$ cat config.mk
export PLATFORM = sky130hd
export DESIGN_NAME = pdm_dac_periph
export DESIGN_NICKNAME = d
export VERILOG_FILES = /design/src/rtl/pdm_dac_pkg.sv /design/src/rtl/pdm_dac_fifo.sv /design/src/rtl/pdm_dac_mod.sv /design/src/rtl/pdm_dac_periph.sv
export SDC_FILE = /design/constraint.sdc
export NUM_CORES = 1
export LEC_CHECK = 0
export ABC_AREA = 1
export ABC_CLOCK_PERIOD_IN_PS = 4100
export BUFFER_PORTS_ARGS = -buffer_cell sky130_fd_sc_hd__clkbuf_2
export CORE_ASPECT_RATIO = 1.75
export CORE_MARGIN = 1
export CORE_UTILIZATION = 46
export DETAILED_ROUTE_END_ITERATION = 8
export PLACE_DENSITY = 0.69
export RECOVER_POWER = 50
export SLEW_MARGIN = 15
export SYNTH_ARGS = -nofsm -noshare
export SYNTH_HDL_FRONTEND = slang
export SYNTH_SLANG_ARGS = --single-unit
$ cat constraint.sdc
create_clock -name clk -period 4.1 [get_ports clk]
set_clock_uncertainty 0.1 [all_clocks]
set_input_delay 1.025 -clock clk [delete_from_list [all_inputs] [get_ports clk]]
set_output_delay 1.025 -clock clk [all_outputs]
set_load 0.05 [all_outputs]
$ cat src/rtl/pdm_dac_pkg.sv
// Shared definitions for the pulse-density DAC peripheral: register word
// addresses and control-bit positions.
package pdm_dac_pkg;
    typedef enum logic [1:0] {
        REG_CTRL = 2'd0,
        REG_DATA = 2'd1,
        REG_OCC  = 2'd2
    } reg_addr_e;

    localparam int CTRL_EN_BIT    = 0;
    localparam int CTRL_FLUSH_BIT = 1;
endpackage

$ cat src/rtl/pdm_dac_fifo.sv
// Sample queue: circular buffer with an occupancy counter.
// Assumes DEPTH is a power of two. A push into a full queue is dropped.
// While clear is high the queue is held empty and pushes are ignored.
module pdm_dac_fifo #(
    parameter int W     = 8,
    parameter int DEPTH = 16,
    localparam int AW   = $clog2(DEPTH),
    localparam int CW   = $clog2(DEPTH + 1)
) (
    input  logic          clk,
    input  logic          rst_n,
    input  logic          clear,
    input  logic          push,
    input  logic [W-1:0]  push_data,
    input  logic          pop,
    output logic [W-1:0]  head,
    output logic          empty,
    output logic [CW-1:0] count
);
    logic [W-1:0]  mem [DEPTH];
    logic [AW-1:0] wr_ptr, rd_ptr;
    logic          full, do_push, do_pop;

    assign full    = (count == CW'(DEPTH));
    assign empty   = (count == '0);
    assign do_push = push && !full && !clear;
    assign do_pop  = pop && !empty && !clear;
    assign head    = mem[rd_ptr];

    // Storage write for accepted samples.
    always_ff @(posedge clk) begin
        if (do_push) mem[wr_ptr] <= push_data;
    end

    // Pointer and occupancy update.
    always_ff @(posedge clk) begin
        if (!rst_n || clear) begin
            wr_ptr <= '0;
            rd_ptr <= '0;
            count  <= '0;
        end else begin
            if (do_push) wr_ptr <= wr_ptr + AW'(1);
            if (do_pop)  rd_ptr <= rd_ptr + AW'(1);
            case ({do_push, do_pop})
                2'b10:   count <= count + CW'(1);
                2'b01:   count <= count - CW'(1);
                default: count <= count;
            endcase
        end
    end
endmodule

$ cat src/rtl/pdm_dac_mod.sv
// First-order delta-sigma modulator with a per-sample hold counter.
// The SAMPLE_W-bit accumulator plus the sample gives a sum one bit wider,
// and the top bit of that sum is the output. Each sample is used for
// HOLD_CYCLES clocks, then pop pulses. Assumes HOLD_CYCLES >= 2.
module pdm_dac_mod #(
    parameter int SAMPLE_W    = 8,
    parameter int DW          = 8,
    parameter int HOLD_CYCLES = 256,
    localparam int SW1        = SAMPLE_W + 1,
    localparam int HCW        = $clog2(HOLD_CYCLES)
) (
    input  logic          clk,
    input  logic          rst_n,
    input  logic          run,
    input  logic          restart,
    input  logic          have_data,
    input  logic [DW-1:0] sample,
    output logic          bit_out,
    output logic          pop
);
    logic [SAMPLE_W-1:0] acc;
    logic [SW1-1:0]      sum;
    logic [HCW-1:0]      hold_cnt;
    logic                last;

    assign sum  = SW1'(acc) + SW1'(sample);
    assign last = (hold_cnt == HCW'(HOLD_CYCLES - 1));
    assign pop  = run && have_data && last;

    // Accumulate, emit the carry, and time the conversion window.
    always_ff @(posedge clk) begin
        if (!rst_n || !run) begin
            acc      <= '0;
            hold_cnt <= '0;
            bit_out  <= 1'b0;
        end else if (restart || !have_data) begin
            hold_cnt <= restart ? '0 : hold_cnt;
            bit_out  <= 1'b0;
        end else begin
            acc      <= sum[SAMPLE_W-1:0];
            bit_out  <= sum[SAMPLE_W];
            hold_cnt <= last ? '0 : hold_cnt + HCW'(1);
        end
    end
endmodule

$ cat src/rtl/pdm_dac_periph.sv
// Register-mapped pulse-density DAC: control, data and occupancy words on
// a simple bus with a one-cycle write strobe and combinational reads.
// Assumes writes and reads have no side effects beyond those listed.
module pdm_dac_periph #(
    parameter int SAMPLE_W    = 8,
    parameter bit FULL_RANGE  = 1'b0,
    parameter int FIFO_DEPTH  = 16,
    parameter int HOLD_CYCLES = 256,
    localparam int DW         = SAMPLE_W + (FULL_RANGE ? 1 : 0),
    localparam int OCC_W      = $clog2(FIFO_DEPTH + 1)
) (
    input  logic        clk,
    input  logic        rst_n,
    input  logic [1:0]  bus_addr,
    input  logic        bus_wr,
    input  logic [31:0] bus_wdata,
    output logic [31:0] bus_rdata,
    output logic        dac_out
);
    import pdm_dac_pkg::*;

    logic             ctrl_en, ctrl_flush;
    logic             wr_data, mod_pop, fifo_empty;
    logic [DW-1:0]    fifo_head;
    logic [OCC_W-1:0] fifo_count;

    assign wr_data = bus_wr && (bus_addr == REG_DATA);

    // Control register write.
    always_ff @(posedge clk) begin
        if (!rst_n) begin
            ctrl_en    <= 1'b0;
            ctrl_flush <= 1'b0;
        end else if (bus_wr && bus_addr == REG_CTRL) begin
            ctrl_en    <= bus_wdata[CTRL_EN_BIT];
            ctrl_flush <= bus_wdata[CTRL_FLUSH_BIT];
        end
    end

    // Read mux.
    always_comb begin
        bus_rdata = '0;
        case (bus_addr)
            REG_CTRL: begin
                bus_rdata[CTRL_EN_BIT]    = ctrl_en;
                bus_rdata[CTRL_FLUSH_BIT] = ctrl_flush;
            end
            REG_DATA: bus_rdata = fifo_empty ? 32'd0 : 32'(fifo_head);
            REG_OCC:  bus_rdata = 32'(fifo_count);
            default:  bus_rdata = '0;
        endcase
    end

    pdm_dac_fifo #(.W(DW), .DEPTH(FIFO_DEPTH)) u_fifo (
        .clk       (clk),
        .rst_n     (rst_n),
        .clear     (ctrl_flush),
        .push      (wr_data),
        .push_data (bus_wdata[DW-1:0]),
        .pop       (mod_pop),
        .head      (fifo_head),
        .empty     (fifo_empty),
        .count     (fifo_count)
    );

    pdm_dac_mod #(.SAMPLE_W(SAMPLE_W), .DW(DW), .HOLD_CYCLES(HOLD_CYCLES)) u_mod (
        .clk       (clk),
        .rst_n     (rst_n),
        .run       (ctrl_en),
        .restart   (ctrl_flush),
        .have_data (!fifo_empty),
        .sample    (fifo_head),
        .bit_out   (dac_out),
        .pop       (mod_pop)
    );
endmodule

; Word-level counts from Yosys, hierarchy flattened
; Memories as Yosys holds them, arrays and structs flattened. A register that Yosys moved wholly into a read port is not among the register bits.
; Index checks and enable logic that the tools add are counted.
[word_totals]
mem_count = 1
register_bits = 32
inputBits = 37
output_inout_bits = 33
ram_bits = 128
[memory_table]
columns = memory, words, word_bits, rd, rd_clocked_by_memory_dff, wr, line
row1 = u_fifo.mem, 16, 8, 1, 1, 1, pdm_dac_fifo.sv:20  ; logic [W-1:0] mem [DEPTH];
[classes]
eq_ne = 7
n_addsub = 6
muxes = 11
n_reduce_logical = 20
[ops]
columns = operator, count
row1 = 2-to-1 mux 8 bit, 4
row2 = one-hot mux 6 bit (2 select lines), 1
row3 = one-hot mux 5 bit (2 select lines), 1
row4 = adder 8 x 8 -> 9 bit, 1
row5 = adder 4 x 1 -> 4 bit (second input constant), 2
row6 = adder 8 x 1 -> 8 bit (second input constant), 1
row7 = equality test 8 bit (second input constant), 1
row8 = logical AND 1 bit, 8
row9 = 2-to-1 mux 4 bit, 2
row10 = one-hot mux 2 bit (3 select lines), 1
row11 = adder 5 x 1 -> 5 bit (second input constant), 1
row12 = equality test 5 bit (second input constant), 1
row13 = zero test 1 bit, 5
row14 = zero test 5 bit, 1
row15 = subtractor 5 x 1 -> 5 bit (second input constant), 1
row16 = equality test 2 x 1 -> 1 bit (second input constant), 2
row17 = equality test 2 bit (second input constant), 2
row18 = logical OR 1 bit, 3
row19 = zero test 2 bit, 1
row20 = 2-to-1 mux 1 bit, 2
row21 = inequality test 2 bit (second input constant), 1
row22 = nonzero test 2 bit, 1
row23 = OR reduction 2 bit, 1

; Depth between registers and ports, before layout
[logic_depth]
ltp_word = 8
ltp_mapped = 17
depth_no_buf = 17

; Modules after synthesis
; From an unflattened synthesis, not the netlist that was laid out.
[unflattened]
cells_unflattened = 717
area_unflattened_um2 = 7703.6
[modules_own_cells]
columns = mod, area_per_inst_um2, seq_area_each_um2, cells_each, n_inst
row1 = pdm_dac_fifo, 6128.4, 4184.0, 483, 1
row2 = pdm_dac_mod, 1109.8, 340.3, 160, 1
row3 = pdm_dac_periph, 465.4, 40.0, 74, 1

; Worst setup path after synthesis
; Ideal clock, no wire load.
[synth_path]
path_type = input to output
start = input bus_addr[0]
end = output bus_rdata[2]
path_slack_ps = 412
required_ps = 2975
path_stages = 4
n_path_buf = 0
arrival_time_ps = 2563
path_cell_list = inv_1 -> ha_1 -> nand2_1 -> o21ai_0
[synth_via]
elab_chain_len = 2
[synth_lines]
columns = item, line
row1 = "start, declared", pdm_dac_periph.sv:14  ; input logic [1:0] bus_addr,
row2 = equality test 2 bit or equality test 2 x 1 -> 1 bit (tied branches), pdm_dac_periph.sv:43  ; case (bus_addr)
row3 = one-hot mux 6 bit (2 select lines) (*), pdm_dac_periph.sv:43
row4 = "end, declared", pdm_dac_periph.sv:17  ; output logic [31:0] bus_rdata,
; Mark *: on every way between the ends. The rest lies on a longest branch, timed or not.

==> reports/results.md <==
- **vertical die dimension** 169 µm
- **post-layout min period** 3.81 ns
- **final global-route overflow total** 0
- **kind of end point of the critical path** primary output
- **# Max-Cap Violations** 0
- **antenna-violating nets left** 0
- **top post-synthesis cells by area** edfxtp_1 (53%), dfxtp_1 (9.9%), o21ai_0 (6.0%), nor2_1 (5.5%), ha_1 (3.4%)
- **maximum number of pins on one net before global-route repair** 65
- **weighted congestion at the end of routability-driven global placement** 0.850
- **Initial Util** 0.472
- **Filler Cells Inserted** 1298
- **Post-CTS Repair Setup Buffers** 0
- **multi-input gate area in the final layout** 2330 µm²
- **post-cts sizing count** 0
- **number of diodes added for antenna fixing** 0
- **post-synthesis cell area** 7300 µm²
- **TritonRoute pass-1 iters** 5
- **Post-Synthesis Mean Instance Area** 10.9 µm²
- **gr usage total** 0.213
- **maximum ir drop on the vdd rail** 0.000251 V
- **post-DR vias/cell** 5.65
- **result of the run** finished, final reports clean
- **detailed-route DRC error count** 0
- **Placed Cells** 873
- **ratio of cells with drive above 1 in the final layout** 0.114
- **CTS Buffer Depth** 2
- **DIE AREA** 16400 µm²
- **total setup violations reported at the end of the flow** 0
- **reg2reg path depth** 15
- **Relative slew margins** 0.441
- **Final HPWL DP** 11200 µm
- **post-detailed-route wirelength per cell** 18.4 µm
- **post-route clock period utilization** 0.929
- **cts bufs inserted** 17
- **Synthesis Warnings** 0
- **x dimension of the die** 97.2 µm
- **fraction of registers with async set or reset after synthesis** 0
- **total core area** 15500 µm²
- **total of hold buffers inserted after clock tree synthesis** 0
- **most common cell after layout, fill and taps aside** edfxtp_1
- **arrival time of the worst setup path** 2.68 ns
- **TritonCTS clock tree** yes
- **count of nets after finishing** 764
- **P&R area growth vs syn** 11.7%
- **Worst Path Required** 2.97 ns
- **flop and latch count out of synthesis** 164
- **total vias in the final route** 5109
- **Post-Layout Cell Count** 905
- **Max H-tree Level** 4
- **wire length of the first global-routing pass** 26600 µm
- **number of antenna violations at the first check in global routing** 0
- **CTS Sinks** 164
- **slew of the pin with the lowest slew margin** 0.835 ns
- **via count of the first global-routing pass** 5283
- **Max FO, Critical Path** 64
- **final WL** 16600 µm
- **Yosys cell types** 38
- **final count of pins violating max slew** 0
- **Starting DRT DRC Count** 320
- **instance count of the mapped netlist** 670
- **cell leakage power** 2.97 nW
- **clk_lat worst skew** 0.43 ns
- **row count** 60
- **area share of the largest cell type after synthesis** 0.527
- **combined flip-flop and latch cell area** 4570 µm²
- **startpoint-to-endpoint class of the critical path** register to primary output
- **clock transition at the registers of the reported paths** 0.07 ns
- **commonest cells after routing, fill and taps aside** edfxtp_1 (128), nor2_1 (109), o21ai_0 (89)
- **final core utilization** 0.527
- **portion of the post-synthesis area used by sequential elements** 0.625
- **buffer cell driving the clock tree root** clkbuf_16
- **startpoint type of the worst setup path** register
- **total power divided by cell area** 433 nW/µm²
- **number of instances on the worst hold path** 2
- **Final Hold Fails** 0
- **Max Fclk** 0.263 GHz
- **RSZ-0062 raised after global routing** false
- **Overall Power** 3.53 mW
- **Sum Neg Setup Slack** 0 ns
- **most instantiated flip-flop cell in the synthesis netlist** edfxtp_1
- **EDFF count, synth** 128
- **Worst Hold Class** register to register
- **top-level port count** 70
- **cell accounting for the most synthesized area** edfxtp_1
- **IO Port Bufs** 21
-- worst max-delay path, stage by stage, from the launching register on --
cell,delay (ns)
dfxtp_2,0.33
buf_4,0.51
o21ai_0,0.19
o221ai_1,0.30
nand3_1,0.15
nand2_1,0.22
nand3_1,0.10
o21ai_0,0.09
clkbuf_2,0.30
-- cell type report --
| class | instances | area share |
|---|---|---|
| clock buffer | 17 | 0.0522 |
| inverter | 48 | 0.0221 |
| multi-input combinational | 433 | 0.285 |
| sequential | 164 | 0.560 |
| clock inverter | 15 | 0.0213 |
| timing repair buffer | 42 | 0.0307 |
| tap | 186 | 0.0285 |
-- cells in the mapped netlist, types with 2 or more instances --
| cell | instances |
|---|---|
| ha_1 | 20 |
| nor2_1 | 107 |
| o21ai_1 | 3 |
| nand2_1 | 53 |
| nor3_1 | 7 |
| nand2_2 | 6 |
| dfxtp_1 | 36 |
| buf_4 | 24 |
| a21oi_1 | 31 |
| clkbuf_1 | 16 |
| xnor2_1 | 3 |
| and3_1 | 2 |
| nor2_2 | 3 |
| inv_2 | 7 |
| xor2_1 | 8 |
| a22oi_1 | 2 |
| o22ai_1 | 8 |
| buf_2 | 8 |
| o21ai_0 | 88 |
| a31oi_1 | 2 |
| o221ai_1 | 24 |
| edfxtp_1 | 128 |
| nand3_4 | 2 |
| o211ai_1 | 10 |
| inv_1 | 41 |
| nand3_1 | 19 |
-- cell families (layout without fill, tap and decap cells) --
logic type	after synthesis	after routing	synth area share
AOI/OAI and AO/OA	173	173	0.139
xor gates and xnor gates	11	11	0.0132
adders and majority gates	21	21	0.0370
buffers and inverters	96	122	0.0631
DFF	164	164	0.625
other	1	24	0.000514
and+or+nand+nor	204	204	0.122
-- per-layer routing --
| layer | GRT usage | up-vias | part of all wire |
|---|---|---|---|
| li1 | - | 2412 | - |
| met1 | 0.217 | 2499 | 0.36 |
| met2 | 0.410 | 159 | 0.56 |
| met3 | 0.0396 | 39 | 0.041 |
| met4 | 0.108 | 0 | 0.035 |
| met5 | 0 | - | 0 |
-- sequential cells by signal, indices dropped and copies added, names as in the netlist, named ones only --
register / count
ctrl_en: 1
ctrl_flush: 1
u_fifo.count: 5
u_fifo.mem: 128
u_fifo.rd_ptr: 4
u_fifo.wr_ptr: 4
u_mod.acc: 8
u_mod.bit_out: 1
u_mod.hold_cnt: 8
-- where the power goes --
part | internal [mW] | total, mW | switching [mW] | leakage [nW]
sequential | 1.80 | 1.80 | 0.00601 | 1.44
clock | 0.829 | 1.58 | 0.746 | 0.296
combinational | 0.0260 | 0.157 | 0.131 | 1.23
-- per-stage QoR --
| stage | hold slack [ns] | setup WS (ns) | instance area (µm²) |
|---|---|---|---|
| after floorplan | 0.353 | 0.412 | 7380 |
| after global placement | 0.361 | 0.762 | 7600 |
| after detailed placement | 0.368 | 0.726 | 7600 |
| after CTS | 0.378 | 0.308 | 8200 |
| after global routing | 0.414 | 0.157 | 8150 |
| final | 0.378 | 0.292 | 8150 |
-- worst paths after layout --
path | endpoint | slack, ns | startpoint
worst min-delay path | u_mod.hold_cnt[7]$_SDFFE_PP0P_ | 0.38 | u_mod.hold_cnt[7]$_SDFFE_PP0P_
worst min register to register | u_mod.hold_cnt[7]$_SDFFE_PP0P_ | 0.38 | u_mod.hold_cnt[7]$_SDFFE_PP0P_
worst max-delay path | bus_rdata[4] | 0.29 | register
worst max register to register | u_mod.acc[6]$_SDFFE_PP0P_ | 0.89 | register
Power figures use the tool's default switching activity.
